[config.mk]
export PLATFORM = sky130hd
export DESIGN_NAME = vol_ramp_ctrl
export DESIGN_NICKNAME = d
export VERILOG_FILES = /design/src/rtl/vol_ramp_pkg.sv /design/src/rtl/vr_zero_cross.sv /design/src/rtl/vr_chan_level.sv /design/src/rtl/vol_ramp_ctrl.sv
export SDC_FILE = /design/constraint.sdc
export NUM_CORES = 1
export LEC_CHECK = 0
export ABC_AREA = 1
export CAP_MARGIN = 15
export CORE_MARGIN = 4
export CORE_UTILIZATION = 54
export DETAILED_ROUTE_END_ITERATION = 12
export PLACE_DENSITY = 0.82
export SYNTH_ARGS = -nofsm -noshare
export SYNTH_HDL_FRONTEND = slang
export SYNTH_SLANG_ARGS = --single-unit
export TNS_END_PERCENT = 50
[constraint.sdc]
create_clock -name clk -period 3.65 [get_ports clk]
set_input_delay 1.095 -clock clk [delete_from_list [all_inputs] [get_ports clk]]
set_output_delay 1.095 -clock clk [all_outputs]
set_load 0.02 [all_outputs]
[src/rtl/vol_ramp_pkg.sv]
// Package: shared types and constants for the attenuation ramp controller.
// Assumes level units of 1/8 dB and a code LSB of 0.5 dB (four level units).
package vol_ramp_pkg;
    localparam int CODE_W   = 8;
    localparam int CODE_SHL = 2;                   // code LSB = 4 level units
    localparam int LVL_W    = CODE_W + CODE_SHL + 1; // room for the mute level
    localparam logic [LVL_W-1:0] LVL_MUTE = LVL_W'(1024);

    typedef enum logic [1:0] {
        MODE_NOW     = 2'b00,
        MODE_ZC      = 2'b01,
        MODE_SOFT    = 2'b10,
        MODE_SOFT_ZC = 2'b11
    } vr_mode_e;
endpackage

[src/rtl/vr_zero_cross.sv]
// Module: per-channel zero-crossing detector.
// Flags a crossing at a strobe when the sample is exactly zero or its sign
// differs from the sign seen at the previous strobe. Assumes frame_stb pulses
// once per frame; the remembered sign is updated only on the strobe.
module vr_zero_cross #(
    parameter int SAMP_W = 24
) (
    input  logic              clk,
    input  logic              rst_n,
    input  logic              frame_stb,
    input  logic [SAMP_W-1:0] sample,
    output logic              crossing
);
    logic prev_neg_q;

    // Purpose: remember the sign of the last strobed sample.
    always_ff @(posedge clk) begin
        if (!rst_n)         prev_neg_q <= 1'b0;
        else if (frame_stb) prev_neg_q <= sample[SAMP_W-1];
    end

    // Purpose: report a crossing for the sample presented with this strobe.
    always_comb begin
        crossing = frame_stb &&
                   ((sample == '0) || (sample[SAMP_W-1] != prev_neg_q));
    end
endmodule

[src/rtl/vr_chan_level.sv]
// Module: per-channel target, timeout counter and current level.
// On each strobe the level moves toward the target latched at an earlier
// strobe, as the mode says. The target input is latched in the same strobe.
// A new target restarts the counter, and so does every step in mode 11.
// Assumes that tgt_in never goes above LVL_MUTE.
module vr_chan_level
    import vol_ramp_pkg::*;
#(
    parameter int TIMEOUT_FRAMES = 1024
) (
    input  logic             clk,
    input  logic             rst_n,
    input  logic             frame_stb,
    input  vr_mode_e         mode,
    input  logic [LVL_W-1:0] tgt_in,
    input  logic             crossing,
    output logic [LVL_W-1:0] lvl,
    output logic             settled
);
    localparam int TMR_W = (TIMEOUT_FRAMES > 1) ? $clog2(TIMEOUT_FRAMES) : 1;
    localparam logic [TMR_W-1:0] TMR_LAST = TMR_W'(TIMEOUT_FRAMES - 1);

    logic [LVL_W-1:0] tgt_q, lvl_q, lvl_d, stepped;
    logic [TMR_W-1:0] tmr_q;
    logic             fire, step_taken;

    // Purpose: a pending change may go ahead on a crossing or an expired count.
    always_comb fire = crossing || (tmr_q == TMR_LAST);

    // Purpose: one 1/8 dB step from the present level toward the target.
    always_comb begin
        if (lvl_q < tgt_q) stepped = lvl_q + LVL_W'(1);
        else               stepped = lvl_q - LVL_W'(1);
    end

    // Purpose: choose the next level from the mode.
    always_comb begin
        lvl_d      = lvl_q;
        step_taken = 1'b0;
        if (lvl_q != tgt_q) begin
            unique case (mode)
                MODE_NOW:     lvl_d = tgt_q;
                MODE_ZC:      if (fire) lvl_d = tgt_q;
                MODE_SOFT:    lvl_d = stepped;
                MODE_SOFT_ZC: if (fire) begin
                    lvl_d      = stepped;
                    step_taken = 1'b1;
                end
                default:      lvl_d = lvl_q;
            endcase
        end
    end

    // Purpose: latch the target, run the counter and advance the level on strobes.
    always_ff @(posedge clk) begin
        if (!rst_n) begin
            tgt_q <= '0;
            lvl_q <= '0;
            tmr_q <= '0;
        end else if (frame_stb) begin
            lvl_q <= lvl_d;
            if (tgt_in != tgt_q) begin
                tgt_q <= tgt_in;
                tmr_q <= '0;
            end else if (step_taken) begin
                tmr_q <= '0;
            end else if (tmr_q != TMR_LAST) begin
                tmr_q <= tmr_q + TMR_W'(1);
            end
        end
    end

    assign lvl     = lvl_q;
    assign settled = (lvl_q == tgt_q);
endmodule

[src/rtl/vol_ramp_ctrl.sv]
// Module: two-channel attenuation ramp controller (top).
// Maps codes and mute to per-channel targets and builds one crossing detector
// and one level tracker for each channel. Assumes frame_stb is a single-cycle
// pulse once per frame and that the inputs are steady at that edge.
module vol_ramp_ctrl
    import vol_ramp_pkg::*;
#(
    parameter int SAMP_W         = 24,
    parameter int TIMEOUT_FRAMES = 1024
) (
    input  logic              clk,
    input  logic              rst_n,
    input  logic              frame_stb,
    input  logic [SAMP_W-1:0] smp_l,
    input  logic [SAMP_W-1:0] smp_r,
    input  logic [CODE_W-1:0] code_l,
    input  logic [CODE_W-1:0] code_r,
    input  logic              mute,
    input  logic [1:0]        mode,
    output logic [LVL_W-1:0]  lvl_l,
    output logic [LVL_W-1:0]  lvl_r,
    output logic              settled_l,
    output logic              settled_r
);
    localparam int N_CH = 2;

    logic [SAMP_W-1:0] samp_a [N_CH];
    logic [CODE_W-1:0] code_a [N_CH];
    logic [LVL_W-1:0]  lvl_a  [N_CH];
    logic [LVL_W-1:0]  tgt_a  [N_CH];
    logic              stl_a  [N_CH];
    logic              zc_a   [N_CH];
    vr_mode_e          mode_e;

    assign samp_a[0] = smp_l;
    assign samp_a[1] = smp_r;
    assign code_a[0] = code_l;
    assign code_a[1] = code_r;
    assign mode_e    = vr_mode_e'(mode);

    for (genvar ch = 0; ch < N_CH; ch++) begin : g_ch
        // Purpose: code-to-level mapping, with mute overriding it.
        always_comb begin
            if (mute) tgt_a[ch] = LVL_MUTE;
            else      tgt_a[ch] = {1'b0, code_a[ch], {CODE_SHL{1'b0}}};
        end

        vr_zero_cross #(.SAMP_W(SAMP_W)) zc_i (
            .clk(clk), .rst_n(rst_n), .frame_stb(frame_stb),
            .sample(samp_a[ch]), .crossing(zc_a[ch])
        );

        vr_chan_level #(.TIMEOUT_FRAMES(TIMEOUT_FRAMES)) lvl_i (
            .clk(clk), .rst_n(rst_n), .frame_stb(frame_stb), .mode(mode_e),
            .tgt_in(tgt_a[ch]), .crossing(zc_a[ch]),
            .lvl(lvl_a[ch]), .settled(stl_a[ch])
        );
    end

    assign lvl_l     = lvl_a[0];
    assign lvl_r     = lvl_a[1];
    assign settled_l = stl_a[0];
    assign settled_r = stl_a[1];
endmodule

Word-level counts from Yosys, hierarchy flattened
Index checks and enable logic that the tools add are counted.

cells by class
  add/subtract/negate cells = 6
  magnitude comparators = 2
  equality and inequality tests = 19
  multiplexer cells = 22
  reduce and logical (&&, ||, !) cells = 17

operators by type and width
  cell                                                    number
  2-to-1 mux 11 bit                                       8
  one-hot mux 11 bit (4 select lines)                     2
  2-to-1 mux 10 bit                                       6
  logical NOT 24 bit                                      2
  inequality test 11 bit                                  4
  adder 11 x 1 -> 11 bit (second input constant)          2
  == test 11 bit                                          2
  < comparator 11 bit                                     2
  subtractor 11 x 1 -> 11 bit (second input constant)     2
  adder 10 x 1 -> 10 bit (second input constant)          2
  == test 10 bit (second input constant)                  2
  inequality test 10 bit (second input constant)          2
  inequality test 2 x 1 -> 1 bit (second input constant)  4
  AND reduction 2 bit                                     4
  AND reduction 4 bit                                     2
  2-to-1 mux 1 bit                                        6
  nonzero test 3 bit                                      2
  == test 2 bit (second input constant)                   2
  logical OR 1 bit                                        4
  == test 2 x 1 -> 1 bit (second input constant)          1
  logical AND 1 bit                                       2
  logical NOT 2 bit                                       1
  inequality test 1 bit                                   2

word-level totals
  register bits after elaboration = 66
  input bits = 70
  output and inout port bits = 24

Depth between registers and ports, before layout
  depth in word-level cells = 9
  gate-level depth with buffers = 18
  gate-level depth less buffers = 18

By module
Synthesis repeated with hierarchy kept, for this count alone.

unflattened totals
  cells, all modules = 845
  area total of the unflattened synthesis = 5445.2 sq um

modules (own cells, without submodules)
  module         times used  cells each  area an instance (sq um)
  vr_chan_level  2           376         2493.6
  vr_zero_cross  2           29          150.1
  vol_ramp_ctrl  1           35          157.7

Worst setup path before layout
No wires, ideal clock.

  kind = register to register
  start = reg g_ch[1].lvl_i.lvl_q[10]
  end = reg g_ch[1].lvl_i.lvl_q[10]
  setup time = 0.117 ns
  arrival = 2.686 ns
  setup slack = 0.847 ns
  cell stages (with the launch flop) = 16
  buffers on the path = 0
  period minus slack after synthesis = 2.803 ns
  path through = dfxtp_1 ha_1 a21oi_1 o21a_1 nand3_1 fa_1 nand3_1 nand3_1 a21oi_1 nor2_1 nor3_1 nand2_1 nand2_1 nor2_1 nor2_1 nor2_1

between the ends
  word-level cells in the longest chain between the ends = 4

RTL lines
  what                                                 RTL line             text
  from (decl)                                          vr_chan_level.sv:23  logic [LVL_W-1:0] tgt_q, lvl_q, lvl_d, stepped;
  from (signal assigned)                               vr_chan_level.sv:61  lvl_q <= lvl_d;
  subtractor 11 x 1 -> 11 bit (tied with other cells)  vr_chan_level.sv:33  else stepped = lvl_q - LVL_W'(1);
  2-to-1 mux 11 bit                                    vr_chan_level.sv:32  if (lvl_q < tgt_q) stepped = lvl_q + LVL_W'(1);
  2-to-1 mux 11 bit                                    vr_chan_level.sv:45  MODE_SOFT_ZC: if (fire) begin
  one-hot mux 11 bit (4 select lines)                  vr_chan_level.sv:41  unique case (mode)

Parallel ways exist; a longest one is shown, timed or not. The select of a mux whose other input is x is not followed.
A chain may end at the register's enable or synchronous reset.

Worst setup path after layout
  start = reg g_ch[0].lvl_i.tgt_q[5]
  end = out settled_l

between the ends
  word-level cells in the longest chain between the ends = 1

RTL lines
  what                    RTL line             text
  from (decl)             vr_chan_level.sv:23
  from (signal assigned)  vr_chan_level.sv:63  tgt_q <= tgt_in;
  == test 11 bit          vr_chan_level.sv:74  assign settled = (lvl_q == tgt_q);
  to (decl)               vol_ramp_ctrl.sv:22  output logic settled_l,

No other way between the ends.

==> metrics.yaml <==
worst_setup_path:
  rrSetupSlack_ns: 0.44
  reg2reg_depth: 17
  startpoint: "g_ch[0].lvl_i.tgt_q[5]$_SDFFE_PN0P_"
  setup.worst_path.end: "settled_l"
  arrival_ns: 2.30
  crit_type: "reg2out"
  end_kind: "output port"
  cp_data_required_time_ns: 2.55
  reg2reg_from: "g_ch[0].lvl_i.tgt_q[6]$_SDFFE_PN0P_"
  worstPathMaxFanout: 4
  timing.rr.end: "g_ch[0].lvl_i.lvl[6]$_SDFFE_PN0P_"
  worst_setup_path_start_kind: "flip-flop"
yosys:
  synth_area_um2: 5000
  syn-num-nets: 917
  synth_top_area_cell: "dfxtp_1"
  synth_area_leaders: "dfxtp_1 (25%), nand2_1 (14%), nor2_1 (9.8%), ha_1 (9.5%), inv_1 (8.3%)"
  synth_top_area_share_pct: 24.8
  ys_async_sr_fraction_pct: 0
  synth_cell_type_count: 40
  ys_seq_area_share_pct: 24.8
  yosysWarnings: 0
  ys_top_cells_by_count: "nand2_1 (186), nor2_1 (131), inv_1 (110)"
  postSynthAreaPerCell_um2: 6.19
  synth_seq_cells: 62
  synth_edf_count: 0
  synth.most_common_cell: "nand2_1"
  syn_inst: 807
  synth_top_flop_cell: "dfxtp_1"
power_and_ir_drop:
  power_density_nw_per_um2: 402
  vdd_drop_max_mv: 0.254
  finalPower_mw: 2.50
  leakage_nw: 2.91
hold_path:
  hp-class: "reg2reg"
route:
  drt-total-wl_um: 13600
  ant_nets: 0
  via_per_inst: 5.35
  wl_per_cell_um: 13.4
  first_iter_violations: 288
  vias: 5408
  drc: 0
  drtPass1Iterations: 5
sta:
  slew_headroom_pct: 44.5
  finalHoldViolCount: 0
  fmax_mhz: 295
  worstMarginPinSlew_ns: 0.829
  fin_crit_sh_pct: 93.0
  setup_tns_ns: 0
  final-max-slew-violation-count: 0
  skew_ns: 0.0165
  grt_setup_unrepaired: "false"
  timing.final.crit_period_ns: 3.39
  setup_viol: 0
grt:
  grtUsageTotal_pct: 24.7
  grt_remaining_overflow: 0
  grt_max_degree: 33
  grt_pass1_wl_um: 22800
  first_global_vias: 5118
  antenna_found_initial: 0
layout:
  multi_input_area_um2: 3200
  drive_gt1_share_pct: 6.20
  finalNetCount: 1008
  diodes: 0
  utilization_pct: 70.1
  fill_cells: 764
  area_growth_pct: 24.2
  seq_area_um2: 1240
placement:
  hpwl_um: 10500
  globalplace.congestion: 0.899
  io_buffers: 93
cts:
  numCtsBuffers: 9
  cts_root_buf: "clkbuf_8"
  cts_tree: "yes"
  cts_resized: 0
  clk_latency_ns: 0.35
  post_cts_buffers: 0
  cts.reportedPaths.clkPinSlew_ns: 0.09
  clockBufferDepth: 2
  ctsHoldBuffers: 0
  clock_sinks: 62
  cts_max_level: 3
floorplanning:
  io_pins: 94
  initial_utilization_pct: 56.5
  core_um2: 8850
  die_h_um: 104
  rows: 34
  die_area_um2: 10900
  fp.dieW_um: 104
run:
  max-cap-violations: 0
status:
  status: "finished clean"
## cells by family after synthesis
family | after synthesis | synth area share, %
xor gates and xnor gates | 16 | 2.80
adders and majority gates | 40 | 10.3
DFF | 62 | 24.8
buffers and inverters | 134 | 11.2
AOI/OAI and AO/OA | 123 | 13.0
and+or+nand+nor | 432 | 37.8
## cells in the final DEF, fill, tap and decap left out, types with 3 or more instances in the layout
master           count
nand2_1            186
nor2_1             131
inv_1              110
clkdlybuf4s50_1     93
nand3_1             70
dfxtp_1             62
o21ai_0             57
a21oi_1             48
ha_1                38
xor2_1              12
clkbuf_8            11
nand2_2              8
nor3_1               7
buf_4                7
nand4_1              6
nand3_2              6
nor2_2               5
a211oi_1             5
xnor2_1              4
nand2_4              4
o22ai_1              4
a31oi_1              3
## critical path, cell delays in order, from the launching register on
cell and delay (ns):
dfxtp_1 0.40, inv_1 0.09, ha_1 0.27, nand2_1 0.05, nor2_1 0.17, nand4_1 0.21
inv_1 0.14, clkdlybuf4s50_1 0.62
## metal layers
| layer | routed length (µm) | GRT usage [%] | vias up | part of all wire, % |
|---|---|---|---|---|
| met2 | 6250 | 42.4 | 241 | 46 |
| met5 | 0 | 0 | - | 0 |
| met4 | 338 | 8.83 | 0 | 2.5 |
| met3 | 1080 | 6.21 | 31 | 8.0 |
| li1 | - | - | 2770 | - |
| met1 | 5890 | 30.0 | 2366 | 43 |
## per-stage QoR
stage	cell area, µm²	std cells	setup WS, ns	hold slack, ns
floorplan	5000	807	0.847	0.467
global placement	6000	995	0.486	0.495
detailed placement	6000	995	0.386	0.503
CTS	6210	1011	0.265	0.514
global route	6210	1011	0.0940	0.554
finish	6210	1011	0.257	0.516
## cell type report
cell class,instances,area share [%]
well taps,108,2.18
flip-flops and latches,62,20.0
repair buffers,101,16.2
clock buffers,11,2.44
inverters,113,6.83
clock inverters,5,0.907
multi-input cells,611,51.5
## flip-flops by register name, summed over array words and instances, names as in the netlist
register,cells
g_ch.lvl_i.lvl,22
g_ch.lvl_i.tgt_q,18
g_ch.lvl_i.tmr_q,20
g_ch.zc_i.prev_neg_q,2
## worst min path at each step
stage / startpoint / cells past startpoint / to
after global routing: g_ch[0].lvl_i.lvl[2]$_SDFFE_PN0P_ / 2 / g_ch[0].lvl_i.lvl[2]$_SDFFE_PN0P_
final: g_ch[0].lvl_i.lvl[2]$_SDFFE_PN0P_ / 2 / g_ch[0].lvl_i.lvl[2]$_SDFFE_PN0P_
after CTS: g_ch[0].lvl_i.lvl[2]$_SDFFE_PN0P_ / 2 / g_ch[0].lvl_i.lvl[2]$_SDFFE_PN0P_
after detailed placement: g_ch[0].lvl_i.lvl[2]$_SDFFE_PN0P_ / 2 / g_ch[0].lvl_i.lvl[2]$_SDFFE_PN0P_
after floorplan: g_ch[1].lvl_i.tgt_q[2]$_SDFFE_PN0P_ / 2 / g_ch[1].lvl_i.tgt_q[2]$_SDFFE_PN0P_
after global placement: g_ch[0].lvl_i.tgt_q[8]$_SDFFE_PN0P_ / 2 / g_ch[0].lvl_i.tgt_q[8]$_SDFFE_PN0P_
## power breakdown
group | total, mW | internal, mW | switching, mW | leakage (nW)
clock network | 0.640 | 0.353 | 0.287 | 0.106
logic | 1.07 | 0.432 | 0.637 | 2.29
registers | 0.787 | 0.727 | 0.0600 | 0.511
(Power assumes the default switching activity.)
